`src/rtl/ecc_cap_pkg.sv`:
```
package ecc_cap_pkg;

    localparam int MAX_DATA_W = 128;
    localparam int MAX_ECC_W  = 16;
    localparam int SLICE_W    = 32;
    localparam int ADDR_W     = 3;
    localparam int MAX_SLICES = MAX_DATA_W / SLICE_W;

    typedef enum logic [ADDR_W-1:0] {
        RA_DATA0 = 3'd0,
        RA_DATA1 = 3'd1,
        RA_DATA2 = 3'd2,
        RA_DATA3 = 3'd3,
        RA_CHECK = 3'd4
    } reg_addr_e;

    typedef struct packed {
        logic [MAX_DATA_W-1:0] data;
        logic [MAX_ECC_W-1:0]  check;
    } cap_word_t;

    function automatic int data_bits(input int dq_w);
        return dq_w / 9 * 8;
    endfunction

    function automatic int check_bits(input int dq_w);
        return dq_w / 9;
    endfunction

endpackage

```
`src/rtl/ecc_cap_arm.sv`:
```
module ecc_cap_arm (
    input  logic clk,
    input  logic rst,
    input  logic err_stb,
    input  logic stat_clr,
    output logic cap_en,
    output logic armed
);

    assign cap_en = err_stb & armed;

    always_ff @(posedge clk) begin
        if (rst) begin
            armed <= 1'b1;
        end else if (cap_en) begin
            armed <= 1'b0;
        end else if (stat_clr) begin
            armed <= 1'b1;
        end
    end

endmodule

```
`src/rtl/ecc_cap_store.sv`:
```
module ecc_cap_store
    import ecc_cap_pkg::*;
#(
    parameter int DATA_W = 128,
    parameter int ECC_W  = 16
) (
    input  logic      clk,
    input  logic      rst,
    input  logic      cap_en,
    input  cap_word_t cap_in,
    output cap_word_t held
);

    localparam int NSLICE = DATA_W / SLICE_W;

    for (genvar gs = 0; gs < MAX_SLICES; gs++) begin : g_slice
        if (gs < NSLICE) begin : g_impl
            logic [SLICE_W-1:0] slice_q;
            always_ff @(posedge clk) begin
                if (rst) begin
                    slice_q <= '0;
                end else if (cap_en) begin
                    slice_q <= cap_in.data[gs*SLICE_W +: SLICE_W];
                end
            end
            assign held.data[gs*SLICE_W +: SLICE_W] = slice_q;
        end else begin : g_absent
            assign held.data[gs*SLICE_W +: SLICE_W] = '0;
        end
    end

    logic [ECC_W-1:0] check_q;
    always_ff @(posedge clk) begin
        if (rst) begin
            check_q <= '0;
        end else if (cap_en) begin
            check_q <= cap_in.check[ECC_W-1:0];
        end
    end

    if (ECC_W < MAX_ECC_W) begin : g_check_pad
        assign held.check = {{(MAX_ECC_W-ECC_W){1'b0}}, check_q};
    end else begin : g_check_full
        assign held.check = check_q;
    end

endmodule

```
`src/rtl/ecc_cap_rdmux.sv`:
```
module ecc_cap_rdmux
    import ecc_cap_pkg::*;
(
    input  cap_word_t           held,
    input  logic [ADDR_W-1:0]   rd_addr,
    output logic [SLICE_W-1:0]  rd_data
);

    always_comb begin
        rd_data = '0;
        case (reg_addr_e'(rd_addr))
            RA_DATA0: rd_data = held.data[0*SLICE_W +: SLICE_W];
            RA_DATA1: rd_data = held.data[1*SLICE_W +: SLICE_W];
            RA_DATA2: rd_data = held.data[2*SLICE_W +: SLICE_W];
            RA_DATA3: rd_data = held.data[3*SLICE_W +: SLICE_W];
            RA_CHECK: rd_data = {{(SLICE_W-MAX_ECC_W){1'b0}}, held.check};
            default:  rd_data = '0;
        endcase
    end

endmodule

```
`src/rtl/ecc_first_err_capture.sv`:
```
module ecc_first_err_capture
    import ecc_cap_pkg::*;
#(
    parameter int DQ_WIDTH = 144,
    localparam int DATA_W  = data_bits(DQ_WIDTH),
    localparam int ECC_W   = check_bits(DQ_WIDTH)
) (
    input  logic                clk,
    input  logic                rst,
    input  logic [DATA_W-1:0]   corr_data,
    input  logic [ECC_W-1:0]    corr_ecc,
    input  logic                ce_strobe,
    input  logic                ce_status_clr,
    input  logic [ADDR_W-1:0]   rd_addr,
    output logic [SLICE_W-1:0]  rd_data
);

    cap_word_t cap_in;
    cap_word_t held_q;
    logic      cap_en;
    logic      armed_q;

    assign cap_in.data  = MAX_DATA_W'(corr_data);
    assign cap_in.check = MAX_ECC_W'(corr_ecc);

    ecc_cap_arm u_arm (
        .clk      (clk),
        .rst      (rst),
        .err_stb  (ce_strobe),
        .stat_clr (ce_status_clr),
        .cap_en   (cap_en),
        .armed    (armed_q)
    );

    ecc_cap_store #(
        .DATA_W (DATA_W),
        .ECC_W  (ECC_W)
    ) u_store (
        .clk    (clk),
        .rst    (rst),
        .cap_en (cap_en),
        .cap_in (cap_in),
        .held   (held_q)
    );

    ecc_cap_rdmux u_rdmux (
        .held    (held_q),
        .rd_addr (rd_addr),
        .rd_data (rd_data)
    );

endmodule

```
`config.mk`:
```
export PLATFORM = sky130hd
export DESIGN_NAME = ecc_first_err_capture
export DESIGN_NICKNAME = d
export VERILOG_FILES = /design/src/rtl/ecc_cap_pkg.sv /design/src/rtl/ecc_cap_arm.sv /design/src/rtl/ecc_cap_store.sv /design/src/rtl/ecc_cap_rdmux.sv /design/src/rtl/ecc_first_err_capture.sv
export SDC_FILE = /design/constraint.sdc
export NUM_CORES = 1
export LEC_CHECK = 0
export CAP_MARGIN = 20
export CORE_MARGIN = 5
export CORE_UTILIZATION = 35
export DETAILED_ROUTE_END_ITERATION = 10
export DONT_BUFFER_PORTS = 1
export PLACE_DENSITY = 0.47
export REMOVE_ABC_BUFFERS = 1
export SYNTH_ARGS = -nofsm -noshare
export SYNTH_HDL_FRONTEND = slang
export SYNTH_HIERARCHICAL = 1
export SYNTH_SLANG_ARGS = --single-unit
```
`constraint.sdc`:
```
create_clock -name clk -period 6.8 [get_ports clk]
set_input_delay 2.04 -clock clk [delete_from_list [all_inputs] [get_ports clk]]
set_output_delay 2.04 -clock clk [all_outputs]
set_load 0.005 [all_outputs]
```
==> flow_summary.html <==
<table>
<tr><th>Metric</th><th>Value</th></tr>
<tr><th colspan="2">Clock tree</th></tr>
<tr><td>Maximum level of the CTS H-tree</td><td>4</td></tr>
<tr><td>Cts bufs inserted</td><td>17</td></tr>
<tr><td>Clk Latency, worst-skew pair</td><td>between 0.4 and 0.5 ns</td></tr>
<tr><td>CTS tree</td><td>built</td></tr>
<tr><td>Clock Root Buffer</td><td>clkbuf_16</td></tr>
<tr><td>Maximum buffer depth of the clock tree</td><td>2</td></tr>
<tr><td>Total clock sinks</td><td>145</td></tr>
<tr><td>Count of cells resized by post-cts repair</td><td>0</td></tr>
<tr><td>Setup fix buffers added after clock tree synthesis</td><td>0</td></tr>
<tr><td>Clock Pin Slew Worst Setup and Hold Paths</td><td>0.06 ns</td></tr>
<tr><td>Count of hold-fix buffers inserted at cts</td><td>0</td></tr>
<tr><th colspan="2">Setup path</th></tr>
<tr><td>Maximum fanout encountered on the critical timing path</td><td>37</td></tr>
<tr><td>Critical path data required time</td><td>4.76 ns</td></tr>
<tr><td>Critical path endpoint category</td><td>primary output</td></tr>
<tr><td>Setup Crit Path Kind</td><td>in -&gt; out</td></tr>
<tr><td>Data arrival, critical path</td><td>3.28 ns</td></tr>
<tr><td>Element type at the critical path start</td><td>primary input</td></tr>
<tr><th colspan="2">Power and ir drop</th></tr>
<tr><td>Max IR drop VDD</td><td>0.159 mV</td></tr>
<tr><td>Cell area power density</td><td>305 mW/mm^2</td></tr>
<tr><td>Standby leakage power</td><td>2.77 nW</td></tr>
<tr><th colspan="2">Yosys</th></tr>
<tr><td>Async S/R FF share, synth</td><td>0%</td></tr>
<tr><td>Most used flip-flop cell after synthesis</td><td>dfxtp_1</td></tr>
<tr><td>Synthesized instance count</td><td>587</td></tr>
<tr><td>Number of register bits inferred by synthesis</td><td>145</td></tr>
<tr><td>Number of different library cells in the post-synthesis netlist</td><td>22</td></tr>
<tr><td>Mean instance size in the synthesized netlist</td><td>roughly 11 um^2</td></tr>
<tr><td>EDFF count, synth</td><td>0</td></tr>
<tr><td>Netlist area before placement</td><td>0.00625 mm^2</td></tr>
<tr><td>Post-synthesis sequential area ratio</td><td>46.5%</td></tr>
<tr><td>Yosys Warn Count</td><td>6</td></tr>
<tr><th colspan="2">Global route</th></tr>
<tr><td>Number of antenna violations at the first check in global routing</td><td>0</td></tr>
<tr><td>Overall routing resource usage</td><td>~15%</td></tr>
<tr><td>Global-route wire length before repair</td><td>23500 um</td></tr>
<tr><td>Largest net degree at the start of global routing</td><td>between 100 and 150</td></tr>
<tr><td>Number of global-route vias before repair</td><td>4193</td></tr>
<tr><td>Aggregate global routing overflow</td><td>0</td></tr>
<tr><th colspan="2">STA</th></tr>
<tr><td>Unrepaired setup endpoints after global routing</td><td>no</td></tr>
<tr><td>Worst Tran Pin Value</td><td>0.992 ns</td></tr>
<tr><td>Number of setup violations in the final report</td><td>0</td></tr>
<tr><td>Total negative slack</td><td>0 ns</td></tr>
<tr><td>Final Max Tran Viols</td><td>0</td></tr>
<tr><td>Layout Skew</td><td>0.00877 ns</td></tr>
<tr><td>Final hold vios</td><td>0</td></tr>
<tr><td>Relative max-transition margin</td><td>around a third</td></tr>
<tr><td>Shortest clock period the worst path allows after layout</td><td>5.32 ns</td></tr>
<tr><td>Max Clock Freq</td><td>~190 MHz</td></tr>
<tr><td>Final worst setup slack</td><td>between 1 and 1.5 ns</td></tr>
<tr><td>Period utilisation layout</td><td>78.2%</td></tr>
<tr><th colspan="2">Drt</th></tr>
<tr><td>Count of TritonRoute iterations in the first routing pass</td><td>5</td></tr>
<tr><td>DRT antenna net count</td><td>0</td></tr>
<tr><td>DR vias/cell</td><td>roughly 5.2</td></tr>
<tr><td>Wire length after detailed routing</td><td>roughly 16000 um</td></tr>
<tr><td>DR DRC count</td><td>0</td></tr>
<tr><td>Detail-routed net length per standard cell</td><td>19.8 um</td></tr>
<tr><td>Total via count after detailed routing</td><td>4146</td></tr>
<tr><td>Initial DRC count</td><td>180</td></tr>
<tr><th colspan="2">Floorplan</th></tr>
<tr><td>Starting utilization of the core area</td><td>approximately 36%</td></tr>
<tr><td>Die Footprint</td><td>0.0206 mm^2</td></tr>
<tr><td>Width of the die</td><td>~140 um</td></tr>
<tr><td>Boundary pin count</td><td>183</td></tr>
<tr><td>Placement row count</td><td>48</td></tr>
<tr><td>Area of the placeable core</td><td>0.0174 mm^2</td></tr>
<tr><td>Die extent in y</td><td>144 um</td></tr>
<tr><th colspan="2">Finish</th></tr>
<tr><td>Filler Cell Count</td><td>between 1500 and 2000</td></tr>
<tr><td>Commonest cells after routing, fill and taps aside</td><td>nor2_1 (145), dfxtp_1 (145), mux2i_1 (145), clkbuf_16 (17)</td></tr>
<tr><td>Signed area change from the synthesized netlist to the final layout</td><td>9.99%</td></tr>
<tr><td>Area of all placed cells without fillers</td><td>0.00687 mm^2</td></tr>
<tr><td>Number of nets in the finished design</td><td>711</td></tr>
<tr><td>Fraction of final layout cells with drive strength greater than 1</td><td>about an eighth</td></tr>
<tr><td>Antenna cell count</td><td>0</td></tr>
<tr><td>Utilization of the core after routing</td><td>between 30% and 40%</td></tr>
<tr><th colspan="2">Status</th></tr>
<tr><td>Run status</td><td>finished clean</td></tr>
<tr><th colspan="2">Place</th></tr>
<tr><td>Cell Area, Placed</td><td>about 0.0062 mm^2</td></tr>
<tr><td>Input/output buffers</td><td>0</td></tr>
<tr><td>Gp weighted congestion</td><td>between 0.7 and 0.8</td></tr>
<tr><td>DP Wirelength</td><td>10300 um</td></tr>
<tr><td>Post-Place Setup Slack</td><td>1.46 ns</td></tr>
<tr><th colspan="2">Hold path</th></tr>
<tr><td>Class of the most critical hold timing path</td><td>reg -&gt; reg</td></tr>
<tr><th colspan="2">Job</th></tr>
<tr><td>Maximum capacitance violations</td><td>0</td></tr>
</table>
## report_power, final
part | total, mW | switching (mW) | internal, mW
Sequential | 0.932 | 0.0265 | 0.906
Combinational | 0.182 | 0.0862 | 0.0962
Clock | 0.983 | 0.361 | 0.622
Total | 2.10 | 0.474 | 1.62
## logic make-up after synthesis
family,synth area share (%)
AND/OR/NAND/NOR,11.3
flip-flops,46.5
multiplexers,31.9
buffers and inverters,5.07
AO/OA/AOI/OAI,5.29
## final cells by class
class / instances / area [um^2] / area share (%)
Multi-Input combinational cell: 393 / 3030 / 44.1
Timing Repair Buffer: 2 / 27.5 / 0.401
Inverter: 1 / 3.75 / 0.0546
Sequential cell: 145 / 2900 / 42.2
Clock inverter: 13 / 184 / 2.68
Clock buffer: 18 / 439 / 6.39
Tap cell: 225 / 282 / 4.10
## flip-flops by register name, indices dropped and copies added (netlist names)
signal / cells
u_store/check_q: 16
u_store/g_slice.g_impl.slice_q: 128
u_arm/armed: 1
## synthesized netlist by cell type (all sizes together) (2+ instances only)
library cell	number	area share (%)
mux4	16	5.8
nor2	146	8.8
nor2b	19	2.1
nand3	2	0.16
buf	35	4.2
clkbuf	13	0.78
a32oi	15	2.1
mux2i	145	23
mux2	16	2.9
o21ai	15	1.2
a22oi	15	1.8
dfxtp	145	46
## final timing paths
kind	start	end	slack (ns)	cells after the start
setup reg to reg	u_arm/armed	u_store/g_slice[3].g_impl.slice_q[6]	4.77	4
hold / removal	u_store/g_slice[2].g_impl.slice_q[30]	u_store/g_slice[2].g_impl.slice_q[30]	0.49	2
hold reg to reg	u_store/g_slice[2].g_impl.slice_q[30]	u_store/g_slice[2].g_impl.slice_q[30]	0.49	2
setup / recovery	rd_addr[0]	rd_data[5]	1.48	3
## per-layer routing
| metal | vias to the layer above | track usage [%] | wire (um) |
|---|---|---|---|
| li1 | 1995 | - | - |
| met1 | 1979 | 18.1 | 6750 |
| met2 | 159 | 23.0 | 7190 |
| met3 | 13 | 7.79 | 1650 |
| met4 | 0 | 4.31 | 178 |
| met5 | - | 0 | 0 |
## stage by stage
| stage | total power, mW | hold WS (ns) | cells |
|---|---|---|---|
| finish | 2.10 | 0.487 | 797 |
| global route | 2.19 | 0.515 | 797 |
| CTS | 2.13 | 0.495 | 797 |
| detailed placement | 1.13 | 0.479 | 766 |
| global placement | 1.13 | 0.468 | 766 |
| floorplan | 1.10 | 0.454 | 539 |
## critical path, cell delays in order
cell	delay (ns)
nor2b_2	0.62
a22oi_1	0.19
o21ai_0	0.39
No activity file was read; power rests on OpenSTA's default activity.
